**src/rtl/slot_rst_pkg.sv**
```systemverilog
package slot_rst_pkg;

  typedef enum logic [1:0] {
    SEQ_OFF = 2'd0,
    SEQ_UP  = 2'd1,
    SEQ_ON  = 2'd2,
    SEQ_DN  = 2'd3
  } seq_state_e;

  // Next sequencer state; mode_pg selects power-good tracking.
  function automatic seq_state_e seq_next(
    input seq_state_e st,
    input logic       mode_pg,
    input logic       pwr_ctl,
    input logic       pwr_good,
    input logic       wait_done,
    input logic       width_done
  );
    seq_state_e n;
    n = st;
    if (mode_pg) begin
      if (!pwr_good) n = SEQ_OFF;
      else begin
        case (st)
          SEQ_OFF, SEQ_DN: n = SEQ_UP;
          SEQ_UP:  if (wait_done && width_done) n = SEQ_ON;
          default: n = st;
        endcase
      end
    end else begin
      case (st)
        SEQ_OFF: if (pwr_ctl) n = SEQ_UP;
        SEQ_UP: begin
          if (!pwr_ctl) n = SEQ_DN;
          else if (wait_done && width_done) n = SEQ_ON;
        end
        SEQ_ON:  if (!pwr_ctl) n = SEQ_DN;
        SEQ_DN:  if (wait_done) n = SEQ_OFF;
        default: n = SEQ_OFF;
      endcase
    end
    return n;
  endfunction

endpackage

```
**src/rtl/slot_tick_timer.sv**
```systemverilog
module slot_tick_timer #(
  parameter int W = 8
) (
  input  logic         clk,
  input  logic         rst_n,
  input  logic         restart,
  input  logic         tick,
  input  logic [W-1:0] limit,
  output logic         done
);
  localparam logic [W-1:0] CNT_MAX = {W{1'b1}};

  logic [W-1:0] cnt;

  // Saturating tick count, cleared by restart.
  function automatic logic [W-1:0] cnt_step(input logic [W-1:0] c,
                                            input logic clr,
                                            input logic stb);
    if (clr) return '0;
    if (stb && (c != CNT_MAX)) return c + 1'b1;
    return c;
  endfunction

  always_ff @(posedge clk) begin
    if (!rst_n) cnt <= '0;
    else        cnt <= cnt_step(cnt, restart, tick);
  end

  assign done = (cnt >= limit);

  // with no tick and no restart, a finished window stays finished
  assert_done_sticky_R8: assert property (@(posedge clk) disable iff (!rst_n)
    (done && !restart && $stable(limit)) |=> done);

endmodule

```
**src/rtl/slot_rst_seq.sv**
```systemverilog
module slot_rst_seq
  import slot_rst_pkg::*;
(
  input  logic       clk,
  input  logic       rst_n,
  input  logic       mode_pg,
  input  logic       pwr_ctl,
  input  logic       pwr_good,
  input  logic       wait_done,
  input  logic       width_done,
  output seq_state_e state,
  output logic       wait_restart,
  output logic       width_restart
);
  seq_state_e nxt;
  logic       in_window;
  logic       entering_on;

  assign nxt         = seq_next(state, mode_pg, pwr_ctl, pwr_good, wait_done, width_done);
  assign in_window   = (state == SEQ_UP) || (state == SEQ_DN);
  assign entering_on = (nxt == SEQ_ON) && (state != SEQ_ON);

  // Delay window restarts on every state change and outside the windows.
  assign wait_restart  = (state != nxt) || !in_window;
  // Width counter runs only while reset is asserted.
  assign width_restart = (state == SEQ_ON);

  always_ff @(posedge clk) begin
    if (!rst_n) state <= SEQ_OFF;
    else        state <= nxt;
  end

  // release is gated by the width timer
  assert_release_width_R7: assert property (@(posedge clk) disable iff (!rst_n)
    entering_on |-> width_done);

  // release is gated by the delay timer
  assert_release_delay_R8: assert property (@(posedge clk) disable iff (!rst_n)
    $rose(state == SEQ_ON) |-> $past(wait_done));

endmodule

```
**src/rtl/slot_rst_ctl.sv**
```systemverilog
module slot_rst_ctl
  import slot_rst_pkg::*;
#(
  parameter int DLY_W     = 16,
  parameter int MIN_TICKS = 200
) (
  input  logic             clk,
  input  logic             rst_n,
  input  logic             rst_mode,
  input  logic             pwr_ctl,
  input  logic             pwr_good,
  input  logic             pin_cfg_rst,
  input  logic             tick,
  input  logic [DLY_W-1:0] up_dly,
  input  logic [DLY_W-1:0] dn_dly,
  output logic             slot_rst_n,
  output logic             rst_oe,
  output logic             pwr_en
);
  localparam int             MIN_W   = $clog2(MIN_TICKS + 1);
  localparam logic [MIN_W-1:0] MIN_LIM = MIN_W'(MIN_TICKS);
  localparam int             HOLD_W  = MIN_W + 1;

  seq_state_e       state;
  logic             wait_restart, width_restart;
  logic             wait_done, width_done;
  logic [DLY_W-1:0] wait_limit;
  logic             pwr_ctl_q, oe_q;

  assign wait_limit = (state == SEQ_DN) ? dn_dly : up_dly;

  slot_rst_seq u_seq (
    .clk          (clk),
    .rst_n        (rst_n),
    .mode_pg      (rst_mode),
    .pwr_ctl      (pwr_ctl),
    .pwr_good     (pwr_good),
    .wait_done    (wait_done),
    .width_done   (width_done),
    .state        (state),
    .wait_restart (wait_restart),
    .width_restart(width_restart)
  );

  slot_tick_timer #(.W(DLY_W)) u_wait (
    .clk    (clk),
    .rst_n  (rst_n),
    .restart(wait_restart),
    .tick   (tick),
    .limit  (wait_limit),
    .done   (wait_done)
  );

  slot_tick_timer #(.W(MIN_W)) u_width (
    .clk    (clk),
    .rst_n  (rst_n),
    .restart(width_restart),
    .tick   (tick),
    .limit  (MIN_LIM),
    .done   (width_done)
  );

  always_ff @(posedge clk) begin
    if (!rst_n) begin
      pwr_ctl_q <= 1'b0;
      oe_q      <= 1'b0;
    end else begin
      pwr_ctl_q <= pwr_ctl;
      oe_q      <= pin_cfg_rst;
    end
  end

  assign slot_rst_n = (state == SEQ_ON);
  assign rst_oe     = oe_q;
  assign pwr_en     = rst_mode ? pwr_ctl_q : (state != SEQ_OFF);

  // Assertion aid: ticks seen since the reset output went low.
  logic [HOLD_W-1:0] hold_ticks;
  always_ff @(posedge clk) begin
    if (!rst_n)                                   hold_ticks <= '0;
    else if (slot_rst_n)                          hold_ticks <= '0;
    else if (tick && (hold_ticks != {HOLD_W{1'b1}})) hold_ticks <= hold_ticks + 1'b1;
  end

  assert_min_width_R7: assert property (@(posedge clk) disable iff (!rst_n)
    $rose(slot_rst_n) |-> (hold_ticks >= HOLD_W'(MIN_TICKS)));

  assert_unpowered_in_reset_R5: assert property (@(posedge clk) disable iff (!rst_n)
    (!rst_mode && !pwr_en) |-> !slot_rst_n);

  assert_reset_before_power_off_R4: assert property (@(posedge clk) disable iff (!rst_n)
    (!rst_mode && $fell(pwr_en)) |-> $past(!slot_rst_n));

  assert_pg_low_resets_R6: assert property (@(posedge clk) disable iff (!rst_n)
    (rst_mode && !pwr_good) |=> !slot_rst_n);

  assert_oe_follows_cfg_R2: assert property (@(posedge clk) disable iff (!rst_n)
    $past(rst_n) |-> (rst_oe == $past(pin_cfg_rst)));

endmodule

```
**config.mk**
```make
export PLATFORM = sky130hd
export DESIGN_NAME = slot_rst_ctl
export DESIGN_NICKNAME = d
export VERILOG_FILES = /design/src/rtl/slot_rst_pkg.sv /design/src/rtl/slot_tick_timer.sv /design/src/rtl/slot_rst_seq.sv /design/src/rtl/slot_rst_ctl.sv
export SDC_FILE = /design/constraint.sdc
export NUM_CORES = 1
export LEC_CHECK = 0
export ABC_AREA = 0
export BUFFER_PORTS_ARGS = -buffer_cell sky130_fd_sc_hd__buf_2
export CORE_MARGIN = 1
export CORE_UTILIZATION = 38
export CTS_CLUSTER_SIZE = 20
export DETAILED_ROUTE_END_ITERATION = 10
export HOLD_SLACK_MARGIN = 0.06
export PLACE_DENSITY_LB_ADDON = 0.1
export SYNTH_ARGS = -nofsm -noshare
export SYNTH_HDL_FRONTEND = slang
export SYNTH_HIERARCHICAL = 1
export SYNTH_SLANG_ARGS = --single-unit
```
**constraint.sdc**
```tcl
create_clock -name clk -period 8.1 [get_ports clk]
set_input_delay 0 -clock clk [delete_from_list [all_inputs] [get_ports clk]]
set_output_delay 0 -clock clk [all_outputs]
set_load 0.01 [all_outputs]
```
==> out/qor.txt, run 1 <==
======================================================================================================
Outcome                                                                                      completed
Pwr per Cell Area                                                                         99.7 nW/um^2
R2R depth                                                                                           16
Nets                                                                                               413
Utilization after layout                                                                         45.5%
Resized Gates After CTS                                                                              0
Met1 GRT Util                                                                                    21.1%
Critical Path Source Type                                                                         flop
# DRC                                                                                                0
Per-cell via count in the routed design                                                           5.36
Clock tree from TritonCTS                                                                         done
Final WL                                                                                       5.77 mm
Pleak                                                                                          1.40 nW
HPWL Detailed                                                                                  4.43 mm
Power Total                                                                                   0.288 mW
Worst ir drop on vdd                                                                       0.0000628 V
Net switching fraction of the power                                                              26.8%
Async set-reset flop share out of synthesis                                                         0%
Post-synthesis instance area                                                                2500 sq um
Setup Skew                                                                                  0.00414 ns
Gate count after technology mapping                                                                292
WP data arrival                                                                                4.60 ns
Ports placed on the boundary                                                                        42
Clock period minus final worst setup slack                                                     4.38 ns
Primary flip-flop cell chosen by synthesis mapping                                        sky130_fd_sc_hd__dfxtp_1
Number of distinct library cells after synthesis                                                    67
Avg WL per Cell                                                                                13.7 um
Flop-to-flop setup slack                                                                       3.72 ns
F_max                                                                                        0.229 GHz
Effective utilization at floorplan                                                               39.4%
Final instance area                                                                         2890 sq um
Met2 GRT Util                                                                                    30.7%
Final weighted congestion of routability-driven global placement                                 0.781
Most used routing layer                                                                           met2
Max Slew Vio Count                                                                                   0
Flops & latches, synth                                                                              28
Worst r2r dst                                                                             u_wait/cnt[4]$_SDFFE_PN0P_
Via count of the first global-routing pass                                                        2128
Hold path depth                                                                                      3
Endpoints failing setup                                                                              0
Final Hold Fails                                                                                     0
Hold buffers post-CTS                                                                                5
First-pass GRT wire length                                                                     9.74 mm
Setup TNS after final layout                                                                      0 ns
Clock transition at the register clock pins on the worst setup and hold paths after CTS        0.10 ns
Total clock buffers created by CTS                                                                   3
Number of design-rule violations left by the first detailed-router iteration                        76
Via total after detailed routing                                                                  2253
CP endpoint kind                                                                                  flop
Startpoint of the most critical hold path                                                         tick
Met3 track demand over resource                                                                  2.88%
Largest net degree at the start of global routing                                                   17
Area grow syn2layout                                                                             15.4%
Clock latency of the later-clocked register in the worst-skew pair                             0.28 ns
H-Tree Level Count                                                                                   1
Die X                                                                                          83.2 um
Total congestion overflow                                                                            0
Chip height                                                                                    83.2 um
Placeable core region                                                                       6350 sq um
Proportion of power drawn by flip-flops and latches                                              49.7%
1st-pass router iterations                                                                           4
Tcrit/Tclk final                                                                                 54.0%
Total net switching power                                                                    0.0770 mW
Worst-case hold path end point                                                            u_wait/cnt[1]$_SDFFE_PN0P_
Count of antenna diodes in the layout                                                                0
Class of the worst hold path                                                                    in2reg
Worst hold slack                                                                              0.118 ns
Residual antenna-violating net count after detailed routing                                          0
Total cell area at the placement stage                                                      2780 sq um
Max-cap violations                                                                                   0
Maximum fanout along the worst path                                                                 16
Post-synth EDFFs                                                                                     0
Std cell rows                                                                                       29
Launch point of the critical path                                                         u_seq/state[1]$_SDFF_PN0_
Setup CP Type                                                                                  reg2reg
Setup repair after global routing missed its margin                                                 no
Required time at the worst-slack endpoint                                                      8.33 ns
Gate power share                                                                                 18.5%
Post-CTS setup buffers                                                                               0
Initial antenna violation count                                                                      0
Clk pwr share                                                                                    31.8%
Syn_area_per_cell                                                                           8.57 sq um
Clock root cell                                                                           sky130_fd_sc_hd__clkbuf_8
Number of buffers added on ports                                                                    41
Number of buffers on the longest clock path                                                          2
Count of warnings emitted by yosys                                                                   6
Beginning of the worst register-to-register path                                          u_seq/state[1]$_SDFF_PN0_
Num Clock Sinks                                                                                     28
Int Pwr                                                                                       0.211 mW
Die outline area                                                                            6910 sq um
Total track usage                                                                                17.0%
Sequential-to-total area share from yosys stat                                                   22.4%
Share of post-route cells with drive strength above 1                                            24.2%
Worst-margin pin slew                                                                         0.868 ns
Normalized max-slew margin                                                                       41.6%
======================================================================================================
## synth_stat cells (4+ instances only)
library cell                n  share of area, %
sky130_fd_sc_hd__inv_1     32               4.8
sky130_fd_sc_hd__ha_1      30                15
sky130_fd_sc_hd__dfxtp_1   28                22
sky130_fd_sc_hd__nand2_1   19               2.9
sky130_fd_sc_hd__a21oi_1   18               3.6
sky130_fd_sc_hd__nor2_1    11               1.7
sky130_fd_sc_hd__mux2_4    10               6.0
sky130_fd_sc_hd__nand4_1   10               2.5
sky130_fd_sc_hd__a31oi_1    9               2.2
sky130_fd_sc_hd__nand3_1    9               1.8
sky130_fd_sc_hd__o21ai_0    9               1.8
sky130_fd_sc_hd__nand2b_1   7               1.7
sky130_fd_sc_hd__mux2_2     6               2.7
sky130_fd_sc_hd__o21ai_1    5               1.0
sky130_fd_sc_hd__o31ai_1    5               1.5
sky130_fd_sc_hd__a41o_1     4               1.6
sky130_fd_sc_hd__and3_1     4               1.0
sky130_fd_sc_hd__mux2i_1    4               1.6
sky130_fd_sc_hd__nor3_1     4              0.80
## through the flow
stage / setup slack (ns) / instances
6_report: 3.72 / 420
5_1_grt: 3.41 / 420
4_1_cts: 3.70 / 420
3_5_place_dp: 3.73 / 411
3_3_place_gp: 3.86 / 411
2_1_floorplan: 4.39 / 298
## final cells by class
type	instances	area (sq um)
Sequential cell	28	561
Tap cell	77	96.3
Clock buffer	4	55.1
Inverter	32	120
Fill cell	659	3460
Timing Repair Buffer	46	255
Multi-Input combinational cell	233	1800
## state kept, by name (all words and copies together) (netlist names)
name and count:
rst_oe 1, u_seq/state 2, u_wait/cnt 16, u_width/cnt 8, pwr_ctl_q 1
## power by group through the flow
stage	sequential [mW]	clock (mW)	combinational, mW
2_1_floorplan	0.146	0	0.0331
3_3_place_gp	0.146	0	0.0513
3_5_place_dp	0.146	0	0.0515
4_1_cts	0.143	0.0945	0.0536
5_1_grt	0.143	0.0994	0.0606
6_report	0.143	0.0913	0.0533
## cells in the final DEF (no fill, tap or decap), drive strengths merged, types with 3 or more instances in the layout
master,count
buf,41
inv,32
ha,30
dfxtp,28
a21oi,21
nand2,20
mux2,16
o21ai,15
nor2,12
nand4,12
nand3,10
a31oi,9
conb,8
nand2b,8
and4,6
dlygate4sd3,5
o31ai,5
nor3,5
and3,5
or3,5
clkbuf,4
mux2i,4
a41o,4
o21a,3
a211oi,3
a211o,3
a21o,3
or4,3
## worst max path at each step
stage / end / depth (start not counted)
2_1_floorplan: u_wait/cnt[4]$_SDFFE_PN0P_ / 17
3_3_place_gp: u_wait/cnt[4]$_SDFFE_PN0P_ / 16
3_5_place_dp: u_wait/cnt[4]$_SDFFE_PN0P_ / 16
4_1_cts: u_wait/cnt[4]$_SDFFE_PN0P_ / 16
5_1_grt: u_wait/cnt[4]$_SDFFE_PN0P_ / 16
6_report: u_wait/cnt[4]$_SDFFE_PN0P_ / 16
## cells by family (layout without fill, tap and decap cells)
logic type      count (synthesis)  count (layout)  share of synthesized area, %
buf+inv                        37              82                          6.60
other cells                     2               8                         0.300
compound gates                 76              76                          20.1
fa+ha+maj                      30              30                          15.0
flops                          28              28                          22.4
mux                            20              20                          10.3
simple gates                   99              99                          25.3
## layer usage
layer	up-vias	wire length [um]
li1	1187	-
met1	1031	2780
met2	30	2800
met3	5	158
met4	0	40
met5	-	0
## worst max-delay path: stages (launching register included)
cell and delay [ns]:
sky130_fd_sc_hd__dfxtp_1 0.55, sky130_fd_sc_hd__nand2_4 0.26, sky130_fd_sc_hd__mux2_2 0.33, sky130_fd_sc_hd__inv_1 0.06
sky130_fd_sc_hd__ha_1 0.23, sky130_fd_sc_hd__a211o_1 0.29, sky130_fd_sc_hd__a31oi_1 0.16, sky130_fd_sc_hd__o31ai_1 0.11
sky130_fd_sc_hd__a211o_1 0.35, sky130_fd_sc_hd__nand2b_4 0.15, sky130_fd_sc_hd__a21oi_2 0.20, sky130_fd_sc_hd__nor3_1 0.06
sky130_fd_sc_hd__o21ai_0 0.16, sky130_fd_sc_hd__nand4bb_1 0.12, sky130_fd_sc_hd__nand2b_1 0.45, sky130_fd_sc_hd__or4_2 0.76
sky130_fd_sc_hd__nand2_1 0.08
(Power assumes the default switching activity.)
==> run 2: changes to the inputs <==
- clock period: 8.1 -> 3.6 ns (I/O delays scaled with it)
==> out/qor.txt, run 2 (synthesized netlist as in run 1, its figures left out) <==
======================================================================================================
Net switching fraction of the power                                                              25.1%
Normalized max-slew margin                                                                       38.5%
Die X                                                                                          83.2 um
Cell mode on critical path                                                                sky130_fd_sc_hd__nand2b_4
Total congestion overflow                                                                            0
Power Total                                                                                   0.710 mW
Worst hold slack                                                                              0.113 ns
Clk pwr share                                                                                    36.5%
Area grow syn2layout                                                                             23.7%
Clock tree from TritonCTS                                                                         done
Setup CP Type                                                                                  reg2reg
Max Slew Vio Count                                                                                   0
Final WL                                                                                       5.65 mm
# DRC                                                                                                0
Critical Path Source Type                                                                         flop
Number of design-rule violations left by the first detailed-router iteration                        58
Endpoints failing setup                                                                              0
Tcrit/Tclk final                                                                                 94.4%
Worst-margin pin slew                                                                         0.915 ns
Setup TNS after final layout                                                                      0 ns
Critical Path Slowest Stage Cell                                                          sky130_fd_sc_hd__or4_4
F_max                                                                                        0.294 GHz
Clock latency of the later-clocked register in the worst-skew pair                             0.28 ns
Class of the worst hold path                                                                    in2reg
Num Clock Sinks                                                                                     28
Final Hold Fails                                                                                     0
Clock transition at the register clock pins on the worst setup and hold paths after CTS        0.11 ns
CP endpoint kind                                                                                  flop
Clock root cell                                                                           sky130_fd_sc_hd__clkbuf_8
Largest registers                                                                         u_wait/cnt (16), u_width/cnt (8), u_seq/state (2)
Share of post-route cells with drive strength above 1                                            31.1%
Total track usage                                                                                16.9%
Via count of the first global-routing pass                                                        2248
Per-cell via count in the routed design                                                           5.37
Effective utilization at floorplan                                                               39.4%
Chip height                                                                                    83.2 um
First-pass GRT wire length                                                                     9.89 mm
Largest net degree at the start of global routing                                                   17
Total net switching power                                                                     0.178 mW
Final weighted congestion of routability-driven global placement                                 0.910
Nets                                                                                               427
Largest register FFs                                                                                16
Outcome                                                                                      completed
Maximum fanout along the worst path                                                                  7
Total cell area at the placement stage                                                      2850 sq um
Placeable core region                                                                       6350 sq um
Worst ir drop on vdd                                                                        0.000139 V
Maximum single-stage delay on the critical path                                                0.51 ns
Avg WL per Cell                                                                                13.0 um
Most common cell after layout, fill and taps aside                                        sky130_fd_sc_hd__buf_2
Total clock buffers created by CTS                                                                   3
Via total after detailed routing                                                                  2332
Ports placed on the boundary                                                                        42
Final instance area                                                                         3100 sq um
HPWL Detailed                                                                                  4.45 mm
Proportion of power drawn by flip-flops and latches                                              45.1%
Commonest cells after routing, fill and taps aside                                        sky130_fd_sc_hd__buf_2, sky130_fd_sc_hd__inv_1, sky130_fd_sc_hd__ha_1
Reg with most FFs                                                                           u_wait/cnt
Pleak                                                                                          1.51 nW
Clock period minus final worst setup slack                                                     3.40 ns
Number of buffers on the longest clock path                                                          2
Die outline area                                                                            6910 sq um
Pwr per Cell Area                                                                          229 nW/um^2
Setup Skew                                                                                  0.00473 ns
Filler instances                                                                                   635
Cell-by-cell listing of the critical path                                                 nand2_4 > buf_6 > mux2_2 > ha_1 > nand2b_1 > a31oi_1 > o31ai_2 > a211o_1 > nand2b_4 > a21oi_4 > nor3_2 > o21ai_1 > nand4bb_1 > nand2b_4 > or4_4 > nand2_2
H-Tree Level Count                                                                                   1
Initial antenna violation count                                                                      0
WP data arrival                                                                                3.63 ns
Required time at the worst-slack endpoint                                                      3.83 ns
Int Pwr                                                                                       0.531 mW
1st-pass router iterations                                                                           4
Gate power share                                                                                 18.3%
Count of antenna diodes in the layout                                                                0
Std cell rows                                                                                       29
Number of buffers added on ports                                                                    41
Residual antenna-violating net count after detailed routing                                          0
Max-cap violations                                                                                   0
======================================================================================================
==> run 2: cell types whose count changed in the layout (fill, tap and decap cells not counted), sizes merged <==
cell | previous run | this run
buf | 41 | 56
bufinv | 0 | 1
clkbuf | 4 | 3
dlygate4sd3 | 5 | 4
==> run 2: worst max-delay path: cells and delay by family, from the launching register on <==
kind / cells / cell delay, ns
AND/OR/NAND/NOR: 8 / 1.38
flip-flops: 1 / 0.35
adder cells (fa/ha/maj): 1 / 0.28
multiplexers: 1 / 0.32
AO/OA/AOI/OAI: 5 / 0.92
buffers and inverters: 1 / 0.11
==> run 2: area by class of cell <==
class	count	area [sq um]	share of cell area, %
flip-flops and latches	28	563	18.2
clock inverters	1	30.0	0.970
multi-input cells	233	1870	60.4
clock buffers	3	41.3	1.33
well taps	77	96.3	3.11
repair buffers	60	374	12.1
inverters	32	120	3.88
==> run 2: per-layer routing <==
layer  global-route usage (%)  share of wire (%)
met1                     20.3                 47
met2                     31.9                 51
met3                     2.09                2.0
met4                     3.61               0.64
met5                        0                  0
==> run 2: path summary, 6_finish.rpt <==
path,start,endpoint,slack [ns],cells past startpoint
worst min-delay path,tick,u_wait/cnt[1]$_SDFFE_PN0P_,0.11,3
worst min register to register,u_width/cnt[1]$_SDFFE_PN0P_,u_width/cnt[1]$_SDFFE_PN0P_,0.52,2
worst max-delay path,u_seq/state[1]$_SDFF_PN0_,u_wait/cnt[4]$_SDFFE_PN0P_,0.20,16
worst max register to register,u_seq/state[1]$_SDFF_PN0_,u_wait/cnt[4]$_SDFFE_PN0P_,0.20,16
==> run 2: metrics by stage <==
step                      setup slack, ns  cells  utilization (%)
final                               0.200    434             48.7
after global routing             -0.00741    434             48.7
after CTS                         0.00850    428             46.8
after detailed placement          -0.0564    420             44.9
after global placement             0.0855    420             44.9
after floorplan                   0.00443    298                -
==> run 2: repair_timing <==
item | in CTS | in global routing
pin swaps | 1 | 14
buffers inserted | 0 | 7
resized for setup | 2 | 18
setup endpoints to repair | 1 | 4
endpoints found under the hold margin | 4 | 0
hold buffers | 4 | 0
==> run 2: power by group through the flow <==
stage | clock, mW | combinational (mW) | sequential, mW
floorplan | 0 | 0.0746 | 0.328
global placement | 0 | 0.120 | 0.327
global route | 0.277 | 0.148 | 0.321
detailed placement | 0 | 0.120 | 0.328
finish | 0.259 | 0.130 | 0.320
CTS | 0.263 | 0.125 | 0.320
